===== config.mk =====
export PLATFORM = sky130hd
export DESIGN_NAME = dly_phase_tracker
export DESIGN_NICKNAME = d
export VERILOG_FILES = /design/src/rtl/dpt_pkg.sv /design/src/rtl/dpt_phase_eval.sv /design/src/rtl/dpt_run_cnt.sv /design/src/rtl/dpt_code_step.sv /design/src/rtl/dly_phase_tracker.sv
export SDC_FILE = /design/constraint.sdc
export NUM_CORES = 1
export LEC_CHECK = 0
export ABC_AREA = 0
export BUFFER_PORTS_ARGS = -buffer_cell sky130_fd_sc_hd__buf_2
export CORE_AREA = 3 3 81 83
export CTS_CLUSTER_SIZE = 14
export DETAILED_ROUTE_END_ITERATION = 10
export DIE_AREA = 0 0 84 86
export PLACE_DENSITY = 0.57
export SYNTH_ARGS = -nofsm -noshare
export SYNTH_HDL_FRONTEND = slang
export SYNTH_HIERARCHICAL = 1
export SYNTH_SLANG_ARGS = --single-unit
export TNS_END_PERCENT = 5

===== constraint.sdc =====
create_clock -name clk -period 5.7 [get_ports clk]
set_input_delay 0.855 -clock clk [delete_from_list [all_inputs] [get_ports clk]]
set_output_delay 0.855 -clock clk [all_outputs]
set_load 0.01 [all_outputs]

===== src/rtl/dpt_pkg.sv =====
package dpt_pkg;
    typedef enum logic [1:0] {
        ST_IDLE   = 2'd0,
        ST_SEARCH = 2'd1,
        ST_TRACK  = 2'd2,
        ST_FAIL   = 2'd3
    } dpt_state_e;
endpackage


===== src/rtl/dpt_phase_eval.sv =====
// Wrapped signed phase error and its classification.
module dpt_phase_eval #(
    parameter int PH_W     = 5,
    parameter int KO_W     = 2,
    parameter int TOL_NEAR = 1,
    parameter int TOL_FAR  = 3
) (
    input  logic [PH_W-1:0] phase,
    input  logic [PH_W-1:0] target,
    input  logic [KO_W-1:0] keepout,
    output logic            err_pos,
    output logic            err_zero,
    output logic            near,
    output logic            far
);
    logic [PH_W-1:0] diff;
    logic [PH_W-1:0] mag;
    logic            in_ko;

    always_comb begin
        diff     = phase - target;
        mag      = diff[PH_W-1] ? (~diff + 1'b1) : diff;
        in_ko    = (phase <= PH_W'(keepout));
        err_pos  = !diff[PH_W-1] && (diff != '0);
        err_zero = (diff == '0);
        near     = !in_ko && (mag <= PH_W'(TOL_NEAR));
        far      = in_ko || (mag > PH_W'(TOL_FAR));
    end
endmodule


===== src/rtl/dpt_run_cnt.sv =====
// Counts consecutive qualifying samples; done on the LEN-th.
module dpt_run_cnt #(
    parameter int LEN = 4
) (
    input  logic clk,
    input  logic rst,
    input  logic clr,
    input  logic inc,
    input  logic hit,
    output logic done
);
    localparam int CW = $clog2(LEN + 1);
    logic [CW-1:0] cnt_q;

    assign done = inc && hit && (cnt_q == CW'(LEN - 1));

    always_ff @(posedge clk) begin
        if (rst || clr)
            cnt_q <= '0;
        else if (inc)
            cnt_q <= (hit && !done) ? cnt_q + 1'b1 : '0;
    end
endmodule


===== src/rtl/dpt_code_step.sv =====
// Next code for a one-code step and the limits that block it.
module dpt_code_step #(
    parameter int CODE_W   = 9,
    parameter int CODE_MAX = 432
) (
    input  logic [CODE_W-1:0] code,
    input  logic              up,
    input  logic [CODE_W-1:0] guard,
    output logic [CODE_W-1:0] code_nxt,
    output logic              blk_guard,
    output logic              blk_edge
);
    localparam logic [CODE_W:0] MAXV = (CODE_W+1)'(CODE_MAX);
    logic [CODE_W:0] hi_lim;

    always_comb begin
        hi_lim    = (MAXV >= {1'b0, guard}) ? MAXV - {1'b0, guard} : '0;
        code_nxt  = up ? code + 1'b1 : code - 1'b1;
        blk_guard = up ? ({1'b0, code} >= hi_lim) : (code <= guard);
        blk_edge  = up ? ({1'b0, code} >= MAXV) : (code == '0);
    end
endmodule


===== src/rtl/dly_phase_tracker.sv =====
module dly_phase_tracker
    import dpt_pkg::*;
#(
    parameter int CODE_W   = 9,
    parameter int CODE_MAX = 432,
    parameter int PH_W     = 5,
    parameter int KO_W     = 2,
    parameter int LOCK_RUN = 4,
    parameter int LOSS_RUN = 8,
    parameter int TOL_NEAR = 1,
    parameter int TOL_FAR  = 3
) (
    input  logic              clk,
    input  logic              rst,
    input  logic              en,
    input  logic              smp_vld,
    input  logic [PH_W-1:0]   smp_phase,
    input  logic [CODE_W-1:0] cfg_start,
    input  logic [PH_W-1:0]   cfg_target,
    input  logic              cfg_slope_fall,
    input  logic [CODE_W-1:0] cfg_guard,
    input  logic [KO_W-1:0]   cfg_keepout,
    output logic [CODE_W-1:0] dly_code,
    output logic              locked,
    output logic              fail,
    output logic              lost_lock,
    output logic [1:0]        state_o
);
    localparam logic [CODE_W-1:0] MAXC = CODE_W'(CODE_MAX);

    dpt_state_e        state_q, state_d;
    logic [CODE_W-1:0] start_c, code_nxt;
    logic              err_pos, err_zero, near, far;
    logic              step_up, blk_guard, blk_edge;
    logic              lock_done, loss_done;
    logic              in_search, in_track;

    assign start_c   = (cfg_start > MAXC) ? MAXC : cfg_start;
    assign step_up   = (err_pos == cfg_slope_fall);
    assign in_search = (state_q == ST_SEARCH);
    assign in_track  = (state_q == ST_TRACK);

    dpt_phase_eval #(.PH_W(PH_W), .KO_W(KO_W), .TOL_NEAR(TOL_NEAR), .TOL_FAR(TOL_FAR)) u_eval (
        .phase(smp_phase), .target(cfg_target), .keepout(cfg_keepout),
        .err_pos(err_pos), .err_zero(err_zero), .near(near), .far(far)
    );

    dpt_code_step #(.CODE_W(CODE_W), .CODE_MAX(CODE_MAX)) u_step (
        .code(dly_code), .up(step_up), .guard(cfg_guard),
        .code_nxt(code_nxt), .blk_guard(blk_guard), .blk_edge(blk_edge)
    );

    dpt_run_cnt #(.LEN(LOCK_RUN)) u_lock_run (
        .clk(clk), .rst(rst), .clr(!in_search),
        .inc(in_search && smp_vld), .hit(near), .done(lock_done)
    );

    dpt_run_cnt #(.LEN(LOSS_RUN)) u_loss_run (
        .clk(clk), .rst(rst), .clr(!in_track),
        .inc(in_track && smp_vld), .hit(far), .done(loss_done)
    );

    // Next-state logic
    always_comb begin
        state_d = state_q;
        unique case (state_q)
            ST_IDLE:   if (en) state_d = ST_SEARCH;
            ST_SEARCH: begin
                if (!en)
                    state_d = ST_IDLE;
                else if (smp_vld && lock_done)
                    state_d = ST_TRACK;
                else if (smp_vld && !near && blk_guard)
                    state_d = ST_FAIL;
            end
            ST_TRACK: begin
                if (!en)
                    state_d = ST_IDLE;
                else if (smp_vld && loss_done)
                    state_d = ST_SEARCH;
            end
            ST_FAIL:   if (!en) state_d = ST_IDLE;
            default:   state_d = ST_IDLE;
        endcase
    end

    // State register
    always_ff @(posedge clk) begin
        if (rst) state_q <= ST_IDLE;
        else     state_q <= state_d;
    end

    // Registered outputs
    always_ff @(posedge clk) begin
        if (rst) begin
            dly_code  <= start_c;
            locked    <= 1'b0;
            fail      <= 1'b0;
            lost_lock <= 1'b0;
        end else begin
            locked <= (state_d == ST_TRACK);
            fail   <= (state_d == ST_FAIL);
            if (state_d == ST_IDLE)
                dly_code <= start_c;
            else if (in_search && state_d == ST_SEARCH && smp_vld && !near)
                dly_code <= code_nxt;
            else if (in_track && smp_vld && !err_zero && !blk_edge)
                dly_code <= code_nxt;
            if (state_d == ST_IDLE || state_d == ST_TRACK)
                lost_lock <= 1'b0;
            else if (in_track && state_d == ST_SEARCH)
                lost_lock <= 1'b1;
        end
    end

    assign state_o = state_q;
endmodule


After elaboration in Yosys (flattened, before gate mapping)
Cells that the tools add are included.
- $lt $le $gt $ge: 8
- eq/ne operators: 9
- reductions and logical operators: 40
- muxes and demuxes: 20
- $add $sub $neg: 7
- bitwise operators: 1
- operators by type and width (cell ; count):
    two-way mux 9 bit ; 6
    logical AND 1 bit ; 20
    two-way mux 2 bit ; 7
    greater-or-equal comparator 9 x 10 -> 1 bit ; 1
    two-way mux 10 bit ; 1
    subtractor 9 x 9 -> 10 bit (first input constant) ; 1
    adder 9 x 1 -> 9 bit (second input constant) ; 1
    greater-or-equal comparator 9 bit (first input constant) ; 1
    greater-or-equal comparator 9 bit (second input constant) ; 1
    > comparator 9 bit (second input constant) ; 1
    less-or-equal comparator 9 bit ; 1
    zero test 1 bit ; 9
    zero test 9 bit ; 1
    subtractor 9 x 1 -> 9 bit (second input constant) ; 1
    == test 2 bit (second input constant) ; 4
    case mux 2 bit (4 select lines) ; 1
    adder 5 x 1 -> 5 bit (second input constant) ; 1
    > comparator 5 x 2 -> 1 bit (second input constant) ; 1
    less-or-equal comparator 5 x 1 -> 1 bit (second input constant) ; 1
    less-or-equal comparator 5 x 2 -> 1 bit ; 1
    zero test 5 bit ; 1
    two-way mux 5 bit ; 1
    inverter 5 bit ; 1
    nonzero test 5 bit ; 1
    14 further kinds ; 20
- bits in registers: 21
- word-level logic and storage cells: 92
- input bits: 35
- output and inout bits: 14

Logic depth before layout (Yosys ltp)
- word-level depth: 20
- depth in mapped cells: 18
- depth with buffers taken out: 18

Hierarchy
Netlist, hierarchy kept.
- by module, submodules not included (module ; area an instance (um2) ; sequential area each (um2) ; cells each ; instances):
    dpt_code_step ; 954.7 ; 0.0 ; 125 ; 1
    dly_phase_tracker ; 671.9 ; 370.4 ; 73 ; 1
    dpt_phase_eval ; 337.8 ; 0.0 ; 39 ; 1
    dpt_run_cnt (u_loss_run) ; 211.5 ; 80.1 ; 24 ; 1
    dpt_run_cnt (u_lock_run) ; 166.4 ; 60.1 ; 17 ; 1

Worst setup path after synthesis
No wires, ideal clock.
- path kind: input to register
- start: input port smp_phase[0]
- end: register dly_code[8] (data pin)
- data required time: 5.448 ns
- stages: 18
- buffers on the path: 0
- library setup time: 0.252 ns
- data arrival time: 4.005 ns
- setup slack: 1.442 ns
- path through: inv_1 -> ha_1 -> inv_1 -> fa_1 -> a21o_2 -> a21oi_4 -> xnor2_2 -> a31oi_1 -> xnor2_1 -> inv_1 -> fa_1 -> a21o_2 -> a2111oi_4 -> o21bai_2 -> a21oi_2 -> xnor2_1 -> nand2_1 -> nand2_1
- elaborated cells between the ends (all ways): 40
- classes of those cells: add/sub: 2; order compare: 3; eq/ne: 2; mux: 13; bitwise: 1; reduce/logical: 19
- RTL lines (what ; RTL line ; RTL):
    from (decl) ; dly_phase_tracker.sv:17 ; input logic [PH_W-1:0] smp_phase,
    subtractor 5 bit (*) ; dpt_phase_eval.sv:21 ; diff = phase - target;
    nonzero test 5 bit or zero test 1 bit (tied branches) ; dpt_phase_eval.sv:24 ; err_pos = !diff[PH_W-1] && (diff != '0);
    logical AND 1 bit (*) ; dpt_phase_eval.sv:24 ;
    net err_pos ; dly_phase_tracker.sv:33 ; logic err_pos, err_zero, near, far;
    == test 1 bit (*) ; dly_phase_tracker.sv:39 ; assign step_up = (err_pos == cfg_slope_fall);
    net step_up ; dly_phase_tracker.sv:34 ; logic step_up, blk_guard, blk_edge;
    two-way mux 9 bit (*) ; dpt_code_step.sv:18 ; code_nxt = up ? code + 1'b1 : code - 1'b1;
    net code_nxt[8] ; dly_phase_tracker.sv:32 ; logic [CODE_W-1:0] start_c, code_nxt;
    two-way mux 9 bit ; dly_phase_tracker.sv:107 ; else if (in_track && smp_vld && !err_zero && !blk_edge)
    two-way mux 9 bit (*) ; dly_phase_tracker.sv:105 ; else if (in_search && state_d == ST_SEARCH && smp_vld && !near)
    two-way mux 9 bit (*) ; dly_phase_tracker.sv:103 ; if (state_d == ST_IDLE)
    two-way mux 9 bit (*) ; dly_phase_tracker.sv:95 ; if (rst) begin
    to (signal assigned) ; dly_phase_tracker.sv:96 ; dly_code <= start_c;
    to (signal assigned) ; dly_phase_tracker.sv:104 ; dly_code <= start_c;
    to (signal assigned) ; dly_phase_tracker.sv:106 ; dly_code <= code_nxt;
    to (decl) ; dly_phase_tracker.sv:23 ; output logic [CODE_W-1:0] dly_code,
The timed path passes the listed nets; every way through them passes the cells marked *. The select of a mux whose other input is x is not followed.
A chain may end at the register's enable or synchronous reset.

Worst setup path in the final report
Ends and elaborated chain as after synthesis.

==> impl_results.md <==
* Status: complete, no violations
* Skew-Pair Late Insertion Delay at 0.26 ns
* WL/cell at 13.3 µm
* Final Cell Area at 0.00272 mm²
* Largest net degree at the start of global routing at 14
* WP data arrival at 4.39 ns
* Crit-path slowest cell: fa_1
* Slew margin rel. at 0.399
* Top cell by count, worst path: inv_1
* First-iteration detailed-routing DRC count at 81
* # hold bufs at CTS at 0
* DRC at 0
* Post-Route WL at 5380 µm
* Most frequent cell after synthesis: nand2_1
* Area of the mapped netlist at 0.00234 mm²
* Final setup fails at 0
* Final slew viol count at 0
* HP Class: register to register
* Routed vias at 2092
* Num rows at 28
* Synthesized flop and latch total at 21
* IO buf count at 48
* Die width at 84 µm
* CTS tree: built
* Setup_tns at 0 ns
* Syn Area/Cell at 8.43 µm²
* CP Max Fanout at 12
* Setup Skew at 0.00231 ns
* Critical path's largest stage delay at 0.46 ns
* CORE AREA at 0.00592 mm²
* Tcrit/Tclk final at 0.766
* H-tree levels at 1
* CP Cell Sequence: buf_2, inv_1, ha_1, inv_1, fa_1, a21o_2, a21oi_4, xnor2_2, a31oi_1, xnor2_1, inv_1, fa_1, a21o_2, a2111oi_4, o21bai_2, a21oi_2, xnor2_1, nand2_1, nand2_1
* Final Hold Viols at 0
* Synth warn at 6
* Crit. End Element: register
* FMAX at 229 MHz
* ANT cells at 0
* HPWL Detailed at 4440 µm
* Starting density of the core at 0.396
* Final nets at 403
* CTS sink cnt at 21
* Global-route wire length before repair at 9360 µm
* Worst Tran Pin Value at 0.900 ns
* Post_cts resized at 0
* LEAKAGE at 1.24 nW
* Post-synthesis sequential area ratio at 0.218
* Cts bufs inserted at 3
* Dpl cell area at 0.00267 mm²
* Placer congestion estimate at 0.809
* Commonest cells post-synth: nand2_1, ha_1, inv_1
* Vias in the first global route at 2123
* Area delta synth->final at 16.0%
* Post-CTS Setup Bufs at 0
* EDFF count, synth at 9
* Proportion of layout cells with a drive suffix above 1 at 0.210
* Initial antenna violation count at 0
* Crit path time final at 4.37 ns
* Post-synth cell types at 59
* Top_reg_cell synth: dfxtp_1
* Final Util at 0.459
* CTS clk-pin slew, worst paths at 0.08 ns
* Global route overflow at 0
* CP Launch Type: primary input
* Post-route ant nets at 0
* DIE AREA at 0.00722 mm²
* Top cells by area, synth: ha_1, edfxtp_1, dfxtp_1
* RSZ-0062 raised after global routing: false
* DRT Pass-1 Iters at 4
* Pwr dens at 267 mW/mm²
* Crit Path Class: primary input to register
* Ys async rst share at 0
* Syn_nets at 351
* IO Count at 49
* # Max-Cap Violations at 0
* Layout fillers at 600
* Required time of the critical path at 5.72 ns
* Max VDD drop at 0.107 mV
* Top cell type's share of synthesized area at 0.192
* Chip Height at 86 µm
* Clock root buffer: clkbuf_8
* Avg Vias per Cell at 5.18
* Aggregate global-route resource usage at 0.154
* Clock Path Buffers at 2
* Mapped Cells at 278
* Synth area leader: ha_1
## kinds of logic after synthesis
group / after synthesis / share of synthesized area
AND/OR/NAND/NOR: 101 / 0.237
AO/OA/AOI/OAI: 72 / 0.212
adder cells (fa/ha/maj): 38 / 0.209
buffers and inverters: 26 / 0.0422
flip-flops: 21 / 0.218
XOR/XNOR: 19 / 0.0775
multiplexers: 1 / 0.00427
## layout by cell type, fill, tap and decap left out, drive strengths merged, types with 8 or more instances in the layout
master / count
edfxtp: 9
nand2: 38
inv: 25
buf: 48
nand3: 8
xnor2: 14
dfxtp: 12
a21oi: 22
o21ai: 17
nor2: 10
ha: 36
## worst max-delay path: cells and delay by family
kind                     cells  cell delay [ns]
AO/OA/AOI/OAI                7             1.35
adder cells (fa/ha/maj)      3             1.02
AND/OR/NAND/NOR              2             0.10
XOR/XNOR                     3             0.54
buffers and inverters        4             0.50
## state kept, by name, summed over array words and instances, names as in the netlist
register / flops
fail: 1
dly_code: 9
locked: 1
u_lock_run/cnt_q: 3
u_loss_run/cnt_q: 4
state_o: 2
lost_lock: 1
## metal layers
| layer | GRT usage | routed length (µm) |
|---|---|---|
| met4 | 0.0219 | 21 |
| met3 | 0.0307 | 203 |
| met2 | 0.276 | 2540 |
| met1 | 0.196 | 2620 |
| met5 | 0 | 0 |
## where the power goes
group          total (mW)  internal [mW]  switching [mW]
Sequential          0.212          0.179          0.0329
Clock              0.0998         0.0487          0.0511
Combinational       0.414          0.195           0.219
Total               0.726          0.423           0.303
## final cells by class
type	count	area [µm²]	share of cell area
timing repair buffer	48	240	0.0884
sequential	21	510	0.188
clock inverter	1	5.00	0.00184
multi-input combinational	231	1730	0.638
clock buffer	3	41.3	0.0152
inverter	25	93.8	0.0345
tap	75	93.8	0.0345
## through the flow
stage	cells	setup WS, ns	power (mW)	hold slack [ns]
global route	404	1.02	0.795	0.490
finish	404	1.33	0.726	0.476
CTS	404	1.30	0.735	0.481
detailed placement	400	1.02	0.631	0.468
floorplan	278	1.44	0.527	0.449
global placement	400	1.15	0.626	0.462
## final timing paths
check                                          from             endpoint  slack (ns)  cells after the start
worst max-delay path                   smp_phase[0]          dly_code[8]        1.33                     19
worst min-delay path            u_lock_run/cnt_q[2]  u_lock_run/cnt_q[2]        0.48                      2
worst max register to register          dly_code[2]          dly_code[7]        2.80                      9
worst min register to register  u_lock_run/cnt_q[2]  u_lock_run/cnt_q[2]        0.48                      2
Note: power is estimated with default switching activity, not from simulation.
